### src/rtl/wsfc_pkg.sv
package wsfc_pkg;

  localparam int HALF_W  = 16;
  localparam int LONG_W  = 2 * HALF_W;
  localparam int KEY_W   = 2 * LONG_W;
  localparam int HALVES  = KEY_W / HALF_W;
  localparam int SIGN_B  = HALF_W - 1;
  localparam int EXP_TOP = HALF_W - 2;

  typedef logic [KEY_W-1:0] key_t;

  typedef struct packed {
    logic lt;
    logic eq;
    logic bad;
  } cmp_flags_t;

  // Ordering rule on two classified operands.
  function automatic cmp_flags_t wsfc_order_fn(
      input logic s1, input logic s2,
      input key_t k1, input key_t k2,
      input logic bad);
    cmp_flags_t f;
    f = '0;
    if (bad) begin
      f.bad = 1'b1;
    end else if (s1 != s2) begin
      f.lt = s1;
    end else if (k1 == k2) begin
      f.eq = 1'b1;
    end else begin
      f.lt = (k1 < k2) ^ s1;
    end
    return f;
  endfunction

endpackage

### src/rtl/wsfc_decode.sv
module wsfc_decode
  import wsfc_pkg::*;
#(
  parameter int NARROW_EXP_W = 8,
  parameter int WIDE_EXP_W   = 11
) (
  input  logic              fmt_wide,
  input  logic [LONG_W-1:0] hi,
  input  logic [LONG_W-1:0] lo,
  output logic              eff_sign,
  output logic              is_zero,
  output logic              is_bad,
  output key_t              key
);
  localparam int NARROW_LO = EXP_TOP - NARROW_EXP_W + 1;
  localparam int WIDE_LO   = EXP_TOP - WIDE_EXP_W + 1;

  logic [KEY_W-1:0] packed_in;
  key_t             swapped;
  logic             raw_sign;
  logic             exp_zero;

  assign packed_in = {hi, lo};
  assign raw_sign  = hi[SIGN_B];

  always_comb begin
    if (fmt_wide) exp_zero = (hi[EXP_TOP:WIDE_LO] == '0);
    else          exp_zero = (hi[EXP_TOP:NARROW_LO] == '0);
  end

  // Each key half k takes input half k^1: the two halves of each longword swap.
  for (genvar k = 0; k < HALVES; k++) begin : g_swap
    assign swapped[k*HALF_W +: HALF_W] = packed_in[(k ^ 1)*HALF_W +: HALF_W];
  end

  assign is_zero  = exp_zero & ~raw_sign;
  assign is_bad   = exp_zero & raw_sign;
  assign eff_sign = raw_sign & ~exp_zero;
  assign key      = exp_zero ? '0 : swapped;

endmodule

### src/rtl/wsfc_order.sv
module wsfc_order
  import wsfc_pkg::*;
(
  input  logic       s1,
  input  logic       s2,
  input  key_t       k1,
  input  key_t       k2,
  input  logic       bad,
  output cmp_flags_t flags
);
  assign flags = wsfc_order_fn(s1, s2, k1, k2, bad);
endmodule

### src/rtl/wsfc_top.sv
module wsfc_top
  import wsfc_pkg::*;
#(
  parameter int NARROW_EXP_W = 8,
  parameter int WIDE_EXP_W   = 11
) (
  input  logic              clk,
  input  logic              rst_n,
  input  logic              in_valid,
  input  logic              fmt_wide,
  input  logic [LONG_W-1:0] a_hi,
  input  logic [LONG_W-1:0] a_lo,
  input  logic [LONG_W-1:0] b_hi,
  input  logic [LONG_W-1:0] b_lo,
  output logic              out_valid,
  output logic              flag_lt,
  output logic              flag_eq,
  output logic              flag_bad
);
  localparam int NOPS = 2;

  logic [LONG_W-1:0] op_hi [NOPS];
  logic [LONG_W-1:0] op_lo [NOPS];
  logic              op_sign [NOPS];
  logic              op_zero [NOPS];
  logic              op_bad  [NOPS];
  key_t              op_key  [NOPS];
  logic              any_bad;
  cmp_flags_t        next_flags;

  assign op_hi[0] = a_hi;
  assign op_lo[0] = a_lo;
  assign op_hi[1] = b_hi;
  assign op_lo[1] = b_lo;

  for (genvar i = 0; i < NOPS; i++) begin : g_dec
    wsfc_decode #(
      .NARROW_EXP_W(NARROW_EXP_W),
      .WIDE_EXP_W  (WIDE_EXP_W)
    ) u_dec (
      .fmt_wide(fmt_wide),
      .hi      (op_hi[i]),
      .lo      (op_lo[i]),
      .eff_sign(op_sign[i]),
      .is_zero (op_zero[i]),
      .is_bad  (op_bad[i]),
      .key     (op_key[i])
    );
  end

  assign any_bad = op_bad[0] | op_bad[1];

  wsfc_order u_order (
    .s1   (op_sign[0]),
    .s2   (op_sign[1]),
    .k1   (op_key[0]),
    .k2   (op_key[1]),
    .bad  (any_bad),
    .flags(next_flags)
  );

  always_ff @(posedge clk or negedge rst_n) begin
    if (!rst_n) begin
      out_valid <= 1'b0;
      flag_lt   <= 1'b0;
      flag_eq   <= 1'b0;
      flag_bad  <= 1'b0;
    end else begin
      out_valid <= in_valid;
      if (in_valid) begin
        flag_lt  <= next_flags.lt;
        flag_eq  <= next_flags.eq;
        flag_bad <= next_flags.bad;
      end
    end
  end

  // the two ordering flags exclude each other
  p_lt_eq_exclusive_r10: assert property (@(posedge clk) disable iff (!rst_n)
    !(flag_lt && flag_eq));

  // an illegal operand clears the ordering flags
  p_bad_clears_r5: assert property (@(posedge clk) disable iff (!rst_n)
    flag_bad |-> (!flag_lt && !flag_eq));

  // one-cycle latency
  p_latency_r2: assert property (@(posedge clk) disable iff (!rst_n)
    in_valid |=> out_valid);

  // flags hold without a new pair
  p_hold_r2: assert property (@(posedge clk) disable iff (!rst_n)
    !in_valid |=> (!out_valid && $stable(flag_lt) && $stable(flag_eq) && $stable(flag_bad)));

  // differing signs decide on operand 1's sign alone
  p_sign_split_r6: assert property (@(posedge clk) disable iff (!rst_n)
    (in_valid && !any_bad && (op_sign[0] != op_sign[1]))
      |=> (flag_lt == $past(op_sign[0]) && !flag_eq && !flag_bad));

  // two zeros compare equal whatever their other bits
  p_zeros_equal_r4: assert property (@(posedge clk) disable iff (!rst_n)
    (in_valid && op_zero[0] && op_zero[1]) |=> (flag_eq && !flag_lt));

  // bit-identical legal operands compare equal
  p_identical_r8: assert property (@(posedge clk) disable iff (!rst_n)
    (in_valid && !any_bad && (a_hi == b_hi) && (a_lo == b_lo)) |=> flag_eq);

endmodule

### config.mk
export PLATFORM = sky130hd
export DESIGN_NAME = wsfc_top
export DESIGN_NICKNAME = d
export VERILOG_FILES = /design/src/rtl/wsfc_pkg.sv /design/src/rtl/wsfc_decode.sv /design/src/rtl/wsfc_order.sv /design/src/rtl/wsfc_top.sv
export SDC_FILE = /design/constraint.sdc
export NUM_CORES = 1
export LEC_CHECK = 0
export BUFFER_PORTS_ARGS = -buffer_cell sky130_fd_sc_hd__buf_4
export CAP_MARGIN = 30
export CORE_MARGIN = 2
export CORE_UTILIZATION = 41
export CTS_CLUSTER_DIAMETER = 100
export DETAILED_ROUTE_END_ITERATION = 7
export PLACE_DENSITY = 0.79
export SLEW_MARGIN = 30
export SYNTH_ARGS = -nofsm -noshare
export SYNTH_HDL_FRONTEND = slang
export SYNTH_SLANG_ARGS = --single-unit
### constraint.sdc
create_clock -name clk -period 0.8 [get_ports clk]
set_input_delay 0.08 -clock clk [delete_from_list [all_inputs] [get_ports clk]]
set_output_delay 0.08 -clock clk [all_outputs]
set_load 0.02 [all_outputs]
After elaboration in Yosys (flattened, before gate mapping)
Cells that the tools add are included.
{"block": "classes", "bitwise": 8, "n_lt_le_gt_ge": 1, "n_reduce_logical": 4, "eq_ne": 2, "muxes": 10}
{"operator": "$mux W64", "count": 2}
{"operator": "$eq A64 B64 Y1", "count": 1}
{"operator": "$lt A64 B64 Y1", "count": 1}
{"operator": "$logic_not A11 Y1", "count": 2}
{"operator": "$logic_not A8 Y1", "count": 2}
{"operator": "$mux W1", "count": 7}
{"operator": "$and A1 B1 Y1", "count": 4}
{"operator": "$mux W2", "count": 1}
{"operator": "$not A1 Y1", "count": 2}
{"operator": "$ne A1 B1 Y1", "count": 1}
{"operator": "$or A1 B1 Y1", "count": 1}
{"operator": "$xor A1 B1 Y1", "count": 1}
{"block": "word_totals", "word_cells": 29, "ff_bits": 4, "in_bits": 132}

Logic depth before layout (Yosys ltp)
Gate-level depths: netlist (run 1).
{"block": "logic_depth", "ltp_word": 8, "ltp_mapped": 13, "depth_no_buf": 11}

Modules after synthesis
From an unflattened synthesis (run 1), not the netlist that was laid out.
{"block": "hier_totals", "hier_cells": 425, "hier_area_um2": 3186.8}
{"mod": "wsfc_order", "cells_each": 237, "seq_area_each_um2": 0.0, "area_each_um2": 1655.3, "instances": 1}
{"mod": "wsfc_decode", "cells_each": 90, "seq_area_each_um2": 0.0, "area_each_um2": 695.7, "instances": 2}
{"mod": "wsfc_top", "cells_each": 8, "seq_area_each_um2": 100.1, "area_each_um2": 140.1, "instances": 1}

Least setup slack after synthesis (run 1)
No wires, ideal clock.
{"block": "synth_timing", "path_kind": "input to register", "start": "input port a_hi[14]", "end": "register flag_lt", "setup_ns": 0.127, "slack_ns": -1.831, "path_buffers": 2, "cell_stages": 13, "t_arrival_ns": 2.504, "path_cell_list": "nor4_1 > nand3_1 > clkbuf_1 > clkbuf_1 > and2_1 > ha_1 > nor2b_4 > o211ai_2 > a2111oi_1 > or4b_1 > a31oi_2 > a311o_1 > o211ai_2"}
{"block": "synth_via", "elab_chain_cells": 8, "word_cells_on_any_way": 15, "cone_classes": "order compare (1); eq/ne (2); mux (5); bitwise (5); reduce/logical (2)"}
{"element": "start, declared", "line_no": "wsfc_top.sv:11", "source": "input logic [LONG_W-1:0] a_hi,"}
{"element": "$logic_not A11 Y1 or $logic_not A8 Y1 (tied branches)", "line_no": "wsfc_decode.sv:27, wsfc_decode.sv:28"}
{"element": "$mux W1", "line_no": "wsfc_decode.sv:27", "source": "if (fmt_wide) exp_zero = (hi[EXP_TOP:WIDE_LO] == '0);"}
{"element": "$mux W64 or $not A1 Y1 (tied branches)", "line_no": "wsfc_decode.sv:39, wsfc_decode.sv:38"}
{"element": "$lt A64 B64 Y1 or $and A1 B1 Y1 (tied branches)", "line_no": "wsfc_pkg.sv:32, wsfc_decode.sv:38"}
{"element": "$xor A1 B1 Y1", "line_no": "wsfc_pkg.sv:32", "source": "f.lt = (k1 < k2) ^ s1;"}
{"element": "$mux W1", "line_no": "wsfc_pkg.sv:29", "source": "end else if (k1 == k2) begin"}
{"element": "$mux W1", "line_no": "wsfc_pkg.sv:27", "source": "end else if (s1 != s2) begin"}
{"element": "$mux W2 (*)", "line_no": "wsfc_pkg.sv:25", "source": "if (bad) begin"}
{"element": "end signal, assigned", "line_no": "wsfc_top.sv:71", "source": "flag_lt <= next_flags.lt;"}
{"element": "end, declared", "line_no": "wsfc_top.sv:16", "source": "output logic flag_lt,"}
Every way passes the cells marked *; elsewhere a longest branch is shown, timed or not.
A chain may end at the register's enable or synchronous reset.

Worst setup path in the final report (run 1)
Same ends and word-level chain as after synthesis.

==> results of run 1 <==
-- report_power, final --
group / internal [mW] / total, mW / switching, mW
clock: 0.322 / 0.438 / 0.116
sequential: 0.217 / 0.227 / 0.00989
combinational: 1.09 / 1.86 / 0.771
total: 1.63 / 2.52 / 0.897
-- logic make-up after synthesis --
group,after synthesis
fa+ha+maj,64
flops,4
compound gates,55
simple gates,178
buf+inv,35
-- final timing paths --
path | startpoint | to
max | a_hi[14] | flag_lt
min | in_valid | out_valid
max reg2reg | flag_eq | flag_eq
min reg2reg | flag_bad | flag_bad
max in group asynchronous | rst_n | flag_lt
min in group asynchronous | rst_n | out_valid
-- worst max-delay path: stages --
cell and delay (ps):
buf_6 100, nor4_4 340, nand3_4 170, buf_6 180, buf_6 130, and2_1 150, ha_1 310, nand4_1 240
nor3_2 240, nand2_1 80, o211ai_1 110, nand2_1 90, a311o_1 370, o211ai_2 70
-- sequential cells by signal, indices dropped and copies added (netlist names) --
| register | flops |
|---|---|
| out_valid | 1 |
| flag_bad | 1 |
| flag_eq | 1 |
| flag_lt | 1 |
-- cell type report --
class | count | area, µm² | share of cell area [%]
multi-input cells | 297 | 2480 | 59.2
repair buffers | 179 | 1420 | 33.9
flip-flops and latches | 4 | 100 | 2.39
well taps | 72 | 90.1 | 2.16
inverters | 15 | 56.3 | 1.35
clock buffers | 3 | 41.3 | 0.988
-- synth_stat cells, types with 2 or more instances --
cell / number
a21o_1: 3
a21oi_1: 26
a221oi_1: 3
and2_1: 56
buf_1: 3
clkbuf_1: 17
dfrtp_1: 4
ha_1: 64
inv_1: 15
nand2_1: 74
nand2b_1: 2
nand3_1: 11
nand4_1: 15
nor2_1: 3
nor3_1: 4
nor4_1: 8
o211ai_1: 2
o211ai_2: 2
o21ai_0: 9
o31ai_1: 2
-- routing by layer --
layer,vias to the layer above,global-route usage (%),share of wire [%]
li1,1509,-,-
met2,115,47.4,52
met4,0,4.48,2.0
met3,18,3.64,5.9
met5,-,0,0
met1,1397,30.9,40
-- what timing repair did --
item                       CTS  global route
gates cloned                 3             0
resized for setup           52            13
hold endpoints to repair     4             0
buffers inserted             1             2
setup endpoints to repair    7             7
hold buffers                 1             0
pin swaps                   34             9
==> flow_summary.yaml, run 1 <==
worst_setup_path:
  critPathCaptureType: "register"
  critPathRequiredTime_ps: 940
  cp.arrival_ps: 2670
  rr_worst_depth: 3
  r2r_slack_ps: 30
  crit_fanout: 10
  crit_type: "input port to register"
  cp-start-kind: "input port"
cells_and_area:
  layout.nets: 696
  post-route-util_pct: 76.4
  drive_gt1_share_pct: 48.0
  final_cell_mix: "buf_4 (161), nand2_1 (73), ha_1 (50)"
  area_growth_syn_to_layout_pct: 82.1
  final_cell_count_no_fill: 570
  insertedDiodeCount: 0
  mostFrequentLayoutCell: "buf_4"
  design_area_um2: 4180
  fill_cells: 399
placement:
  dpl-instance-area_um2: 3730
  numPortBuffers: 135
  place_hpwl_um: 6270
  numPlacedInstances: 560
  place_ws_ps: -2020
  routabilityCongestion: 0.815
cts:
  cts_buffers: 3
  clock_sinks: 4
  h-tree-depth: 1
  clkTransAtPathRegs_ps: 30
  cts_tree: "done"
  root_buffer: "clkbuf_8"
  clock_latency_ps: 220
  clockBufferDepth: 2
run_status:
  outcome: "finished, violations left"
  violations: "setup timing"
power_and_ir_drop:
  peakVddDrop_uv: 967
  p_per_area_nw_per_um2: 603
  power.leakage_nw: 2.16
  p_total_mw: 2.52
routing:
  detail_route.wl_per_cell_um: 14.2
  route.detailed.drc: 0
  ant_nets: 0
  wirelength_um: 8080
  drt-pass1-iter-count: 4
  avgViaCountPerCell: 5.33
  vias: 3039
  drt-initial-drc-count: 116
die:
  fp.dieH_um: 78.8
  die_w_um: 78.8
  core_area_um2: 5470
  floorplan.initialDensity_pct: 42.0
  ios: 136
  rows: 27
  dieArea_um2: 6210
sta:
  finalSetupViolCount: 6
  tns_ps: -3770
  timing.final.crit_share_pct: 316
  grt_setup_unrepaired: "true"
  tightest_slew_ps: 333
  layout_min_cycle_time_ps: 2530
  final_hold_viol_count: 0
  holdWs_ps: 28.8
  slew_viol_final: 0
  max_slew_margin_pct: 77.6
  fmax_mhz: 395
  setup_ws_ps: -1730
  clock-skew-final_ps: 0
global_routing:
  grt_pass1_wl_um: 13200
  grt_max_degree: 24
  grt_pass1_vias: 3156
  antenna_found_initial: 0
  grt_usage_pct: 25.3
  grt-ovfl-total: 0
synth:
  synth_compound_area_share_pct: 15.1
  ys_ff_latch: 4
  synth_fp_nets: 532
  synth_top_family_by_area: "simple AND/OR/NAND/NOR gates"
  syn_area_um2: 2300
  netlist_top_cells_area: "ha_1 (35%), and2_1 (15%), nand2_1 (12%), a21oi_1 (5.7%), dfrtp_1 (4.4%)"
  synth-simple-area-share_pct: 39.9
  yosys_warnings: 0
  synth_top_area_cell: "ha_1"
  synth_top_area_share_pct: 34.9
  syn-instance-count: 336
  ys.flop_type: "dfrtp_1"
  yosysSeqAreaShare_pct: 4.36
  synth-edff-count: 0
  synthAdderAreaFrac_pct: 34.9
  synth_mux_area_share_pct: 0
  synthArstFlopShare_pct: 100
  yosys.cell_types.count: 33
  avgSynthCellArea_um2: 6.83
  synth_xor_area_share_pct: 0
hold_path:
  holdPathStages: 1
  hold_class: "input port to register"
run:
  maxCapViolations: 0
Note: power is estimated with default switching activity, not from simulation.
==> run 2: changes to the inputs <==
--- a/config.mk
+++ b/config.mk
@@ -7,6 +7,7 @@
 export LEC_CHECK = 0
 export BUFFER_PORTS_ARGS = -buffer_cell sky130_fd_sc_hd__buf_4
 export CAP_MARGIN = 30
+export CORE_ASPECT_RATIO = 2
 export CORE_MARGIN = 2
 export CORE_UTILIZATION = 41
 export CTS_CLUSTER_DIAMETER = 100
==> run 2 against run 1 <==
The run still ends with setup timing left. Core utilization shrank 4.5 points. Via count hardly changed. Die area is 0.59% higher. First-iteration DRC count is 1.7% higher. Setup slack better by 40 ps. Worst hold slack got worse by 6.1 ps. Combinational power down 8%. Sequential power hardly changed. Clock-buffer cell count unchanged. Global-route usage up 0.49 points. Design area decreased by 6.7%. Sequential cell count is the same.
==> flow_summary.yaml, run 2 (same netlist as run 1, synthesis figures left out) <==
cts:
  cts_tree: "done"
  clock_sinks: 4
  cts_buffers: 3
  h-tree-depth: 1
  root_buffer: "clkbuf_8"
  clkTransAtPathRegs_ps: 40
  clock_latency_ps: 220
  clockBufferDepth: 2
hold_path:
  hold_end: "out_valid"
  holdPathStages: 1
  hp-start: "in_valid"
  hold_class: "input port to register"
worst_setup_path:
  crit_type: "input port to register"
  worstReg2RegStart: "flag_eq"
  crit_fanout: 35
  critPathCaptureType: "register"
  cp.arrival_ps: 2600
  cp-start-kind: "input port"
  rr_endpoint: "flag_eq"
  rr_worst_depth: 3
  r2r_slack_ps: 70
  critPathRequiredTime_ps: 910
routing:
  vias: 3040
  avgViaCountPerCell: 5.48
  drt-initial-drc-count: 118
  drt-pass1-iter-count: 4
  ant_nets: 0
  detail_route.wl_per_cell_um: 14.8
  wirelength_um: 8240
  route.detailed.drc: 0
die:
  fp.dieH_um: 110
  core_area_um2: 5420
  ios: 136
  rows: 38
  dieArea_um2: 6250
  floorplan.initialDensity_pct: 42.4
  die_w_um: 56.9
placement:
  place_ws_ps: -2080
  place_hpwl_um: 6920
  numPortBuffers: 135
  routabilityCongestion: 0.863
sta:
  max_slew_margin_pct: 77.8
  layout_min_cycle_time_ps: 2490
  setup_ws_ps: -1690
  tightest_slew_ps: 330
  slew_viol_final: 0
  fmax_mhz: 402
  finalSetupViolCount: 6
  final_hold_viol_count: 0
  clock-skew-final_ps: 0
  timing.final.crit_share_pct: 311
  grt_setup_unrepaired: "true"
  tns_ps: -3780
global_routing:
  grt_pass1_vias: 3157
  grt_pass1_wl_um: 13000
  antenna_found_initial: 0
  grt-ovfl-total: 0
  grt_usage_pct: 25.8
  grt_max_degree: 36
power_and_ir_drop:
  p_comb_share_pct: 71.5
  power.leakage_nw: 2.11
  p_seq_share_pct: 9.5
  p_int_mw: 1.54
  switchingPower_uw: 865
  switching_share_pct: 36.0
  peakVddDrop_uv: 533
  clkPwrFrac_pct: 19.0
  p_per_area_nw_per_um2: 617
cells_and_area:
  final_cell_mix: "buf_4 (167), nand2_1 (73), ha_1 (59)"
  drive_gt1_share_pct: 42.0
  layout.nets: 693
  insertedDiodeCount: 0
  mostFrequentLayoutCell: "buf_4"
  area_growth_syn_to_layout_pct: 69.8
run:
  maxCapViolations: 0
run_status:
  violations: "setup timing"
  outcome: "finished, violations left"
run 2: cell types whose count changed in the layout (fill, tap and decap cells not counted), moves of 2 or more:
cell      delta
ha_4         -9
inv_2        -2
nor3_2       -2
a221oi_2     -3
ha_1         +9
buf_4        +6
inv_1        +2
buf_6        -7
and2_4       -6
and2_1       +6
a221oi_1     +3
nor3_1       +2
run 2: power groups by stage:
stage	sequential (mW)	clock [mW]	combinational, mW
after floorplan	0.243	0	0.769
after global placement	0.229	0	1.59
after detailed placement	0.228	0	1.64
after CTS	0.229	0.444	1.69
after global routing	0.229	0.464	1.91
final	0.230	0.457	1.72
run 2: timing repair:
action | CTS | global route
endpoints found under the hold margin | 4 | 0
gates cloned | 0 | 0
gates resized for setup | 13 | 9
pin swaps | 4 | 3
hold buffers | 1 | 0
endpoints found under the setup margin | 6 | 7
buffers inserted | 1 | 0
run 2: cell type report:
type	count	area, µm²
repair buffers	176	1360
fillers	465	1520
inverters	15	56.3
flip-flops and latches	4	100
multi-input cells	297	2260
well taps	60	75.1
clock buffers	3	41.3
run 2: through the flow:
step           hold slack, ps  cell area (µm²)  utilization [%]  power [mW]  cells
2_1_floorplan            -216             2460                -        1.01    336
3_3_place_gp             -118             3730             68.8        1.82    550
4_1_cts                  25.0             3850             71.1        2.36    555
5_1_grt                  31.6             3900             71.9        2.60    555
3_5_place_dp             -119             3730             68.8        1.87    550
6_report                 22.7             3900             71.9        2.40    555
run 2: worst max-delay path, cell delays in order:
cell,delay (ps)
buf_4,120
o31ai_2,280
nand3_2,140
buf_12,180
and2_1,160
ha_1,320
nand4_1,180
a21oi_1,60
or4b_1,570
a31oi_2,220
a311o_1,210
o211ai_2,70
run 2: per-layer routing:
metal | GRT usage (%) | part of all wire, % | up-vias
met3 | 2.24 | 3.7 | 25
met4 | 10.3 | 3.3 | 0
met2 | 54.5 | 60 | 111
li1 | - | - | 1512
met1 | 23.9 | 33 | 1392
met5 | 0 | 0 | -
run 2: worst max path at each step:
stage / from / to / slack, ps
2_1_floorplan: a_hi[14] / flag_lt / -1690
3_3_place_gp: a_hi[14] / flag_lt / -1900
3_5_place_dp: b_hi[7] / flag_lt / -2080
4_1_cts: b_hi[7] / flag_lt / -1680
5_1_grt: a_hi[5] / flag_lt / -1810
6_report: a_hi[5] / flag_lt / -1690
==> run 3: changes to the inputs <==
--- a/config.mk
+++ b/config.mk
@@ -5,11 +5,12 @@
 export SDC_FILE = /design/constraint.sdc
 export NUM_CORES = 1
 export LEC_CHECK = 0
+export ABC_AREA = 1
 export BUFFER_PORTS_ARGS = -buffer_cell sky130_fd_sc_hd__buf_4
 export CAP_MARGIN = 30
 export CORE_ASPECT_RATIO = 2
 export CORE_MARGIN = 2
-export CORE_UTILIZATION = 41
+export CORE_UTILIZATION = 42
 export CTS_CLUSTER_DIAMETER = 100
 export DETAILED_ROUTE_END_ITERATION = 7
 export PLACE_DENSITY = 0.79
==> run 3 against run 2 <==
The run still ends with setup timing left. Power up 15%. Critical path type unchanged. Register-to-register slack got worse by 30 ps. Sequential share of layout area shrank 0.22 points. Worst hold slack got worse by 16 ps. Sequential cell count did not move. Core utilization is 0.35 points lower. Setup slack better by 230 ps.
==> flow_summary.yaml, run 3 <==
run_status:
  outcome: "finished, violations left"
  violations: "setup timing"
cts:
  clkTransAtPathRegs_ps: 30
  root_buffer: "clkbuf_16"
  cts_buffers: 3
  clock_sinks: 4
  clockBufferDepth: 2
  clock_latency_ps: 220
  cts_tree: "done"
  h-tree-depth: 1
hold_path:
  hold_class: "input port to register"
  hp-start: "in_valid"
worst_setup_path:
  worstReg2RegStart: "flag_bad"
  crit_type: "input port to register"
  crit_start: "a_hi[13]"
  crit_fanout: 7
  cp.arrival_ps: 2370
  critPathCaptureType: "register"
  cp-start-kind: "input port"
  critPathRequiredTime_ps: 910
global_routing:
  antenna_found_initial: 0
  grt-ovfl-total: 0
  grt_pass1_vias: 3385
  grt_usage_pct: 23.0
  grt_pass1_wl_um: 12800
  grt_max_degree: 33
cells_and_area:
  final_cell_mix: "buf_4 (163), nand2_1 (145), inv_1 (89)"
  multi_input_area_um2: 2100
  layout.nets: 845
  mostFrequentLayoutCell: "buf_4"
  post-route-util_pct: 71.6
  drive_gt1_share_pct: 33.1
  area_growth_syn_to_layout_pct: 67.2
  final_cell_count_no_fill: 710
  insertedDiodeCount: 0
  seq_area_um2: 100
  fill_cells: 502
synth:
  yosys_warnings: 0
  syn-instance-count: 474
  yosys.cell_types.count: 21
  yosysMostFrequentCell: "nand2_1"
  synth_xor_area_share_pct: 0
  synthArstFlopShare_pct: 100
  synth_common_cells: "nand2_1 (152), inv_1 (90), nor2_1 (88)"
  synth_top_area_cell: "ha_1"
  synth_mux_area_share_pct: 0
  synth-simple-area-share_pct: 41.0
  ys_ff_latch: 4
  syn_area_um2: 2550
  synthAdderAreaFrac_pct: 31.4
  synth-edff-count: 0
  avgSynthCellArea_um2: 5.38
  yosysSeqAreaShare_pct: 3.93
  ys.flop_type: "dfrtp_1"
  synth_fp_nets: 670
  synth_top_area_share_pct: 31.4
  synth_compound_area_share_pct: 7.36
  synth_top_family_by_area: "simple AND/OR/NAND/NOR gates"
  netlist_top_cells_area: "ha_1 (31%), nand2_1 (22%), inv_1 (13%), nor2_1 (13%), a21oi_1 (4.5%)"
routing:
  ant_nets: 0
  wirelength_um: 8630
  vias: 3525
  avgViaCountPerCell: 4.96
  detail_route.wl_per_cell_um: 12.2
  drt-initial-drc-count: 138
  drt-pass1-iter-count: 5
  route.detailed.drc: 0
sta:
  grt_setup_unrepaired: "true"
  fmax_mhz: 443
  layout_min_cycle_time_ps: 2260
  clock-skew-final_ps: 0
  tightest_slew_ps: 267
  timing.final.crit_share_pct: 282
  final_hold_viol_count: 0
  max_slew_margin_pct: 82.0
  slew_viol_final: 0
  finalSetupViolCount: 7
  setup_ws_ps: -1460
die:
  die_w_um: 59.1
  rows: 40
  fp.dieH_um: 114
  dieArea_um2: 6750
  core_area_um2: 5960
  ios: 136
  floorplan.initialDensity_pct: 42.8
placement:
  place_ws_ps: -1640
  place_hpwl_um: 6770
  numPlacedInstances: 690
  numPortBuffers: 135
  routabilityCongestion: 0.858
power_and_ir_drop:
  p_seq_share_pct: 8.2
  peakVddDrop_uv: 579
  clkPwrFrac_pct: 28.2
  switching_share_pct: 34.2
  power.leakage_nw: 2.72
  p_comb_share_pct: 63.6
  switchingPower_uw: 947
  p_per_area_nw_per_um2: 650
  p_int_mw: 1.82
run:
  maxCapViolations: 0
## run 3: power groups by stage
stage / sequential [mW] / combinational, mW / clock, mW
final: 0.228 / 1.76 / 0.782
after CTS: 0.228 / 1.72 / 0.785
after floorplan: 0.241 / 0.829 / 0
after global routing: 0.229 / 1.99 / 0.797
after detailed placement: 0.227 / 1.67 / 0
after global placement: 0.227 / 1.61 / 0
## run 3: logic make-up after synthesis
kind of cell / after synthesis
buffers and inverters: 109
AOI/OAI and AO/OA: 34
DFF: 4
adders and majority gates: 64
and+or+nand+nor: 263
## run 3: worst paths after layout
path / endpoint / slack, ps / cells past startpoint
setup / recovery: flag_lt / -1460 / 23
hold / removal: out_valid / 7 / 1
setup reg to reg: flag_bad / 40 / 3
hold reg to reg: flag_lt / 530 / 2
max in group asynchronous: flag_eq / 510 / 2
min in group asynchronous: out_valid / 180 / 2
## run 3: stage by stage
| step | total power, mW | TNS [ps] | cell area [µm²] | hold WS, ps |
|---|---|---|---|---|
| after global placement | 1.84 | -3740 | 3930 | -122 |
| after global routing | 3.02 | -5040 | 4260 | 11.6 |
| final | 2.77 | -4380 | 4260 | 6.52 |
| after detailed placement | 1.89 | -3860 | 3930 | -120 |
| after floorplan | 1.07 | -2700 | 2610 | -216 |
| after CTS | 2.73 | -3190 | 4060 | 8.46 |
## run 3: worst max-delay path, stage by stage
cell and delay, ps:
buf_6 90, or2_1 220, nor4_2 210, nand2_1 140, clkinv_4 140, clkbuf_16 160, buf_6 90, buf_6 90
buf_6 90, buf_6 90, buf_6 80, buf_6 90, buf_6 90, buf_6 80, buf_6 80, buf_6 80
buf_6 80, buf_6 80, nand2_2 40, nand3_2 70, nor2_1 40, nand3_1 80, nand2_1 50
## run 3: cell type report
type	count	area share, %
clock buffer	3	1.76
multi-input combinational	361	49.3
timing repair buffer	188	36.6
sequential	4	2.35
tap	63	1.85
inverter	91	8.13
## run 3: what timing repair did
action                                 4_1_cts  5_1_grt
cloned                                       0        1
endpoints found under the hold margin        4        0
gates resized for setup                     12       21
buffers inserted                             1       14
setup endpoints to repair                    7        7
pin swaps                                    0        7
hold buffers                                 1        0
## run 3: routing by layer
layer | GRT usage (%) | wire [µm] | vias to the layer above
li1 | - | - | 1798
met5 | 0 | 0 | -
met1 | 20.0 | 2800 | 1546
met4 | 7.58 | 404 | 0
met3 | 1.69 | 425 | 36
met2 | 49.7 | 5000 | 145
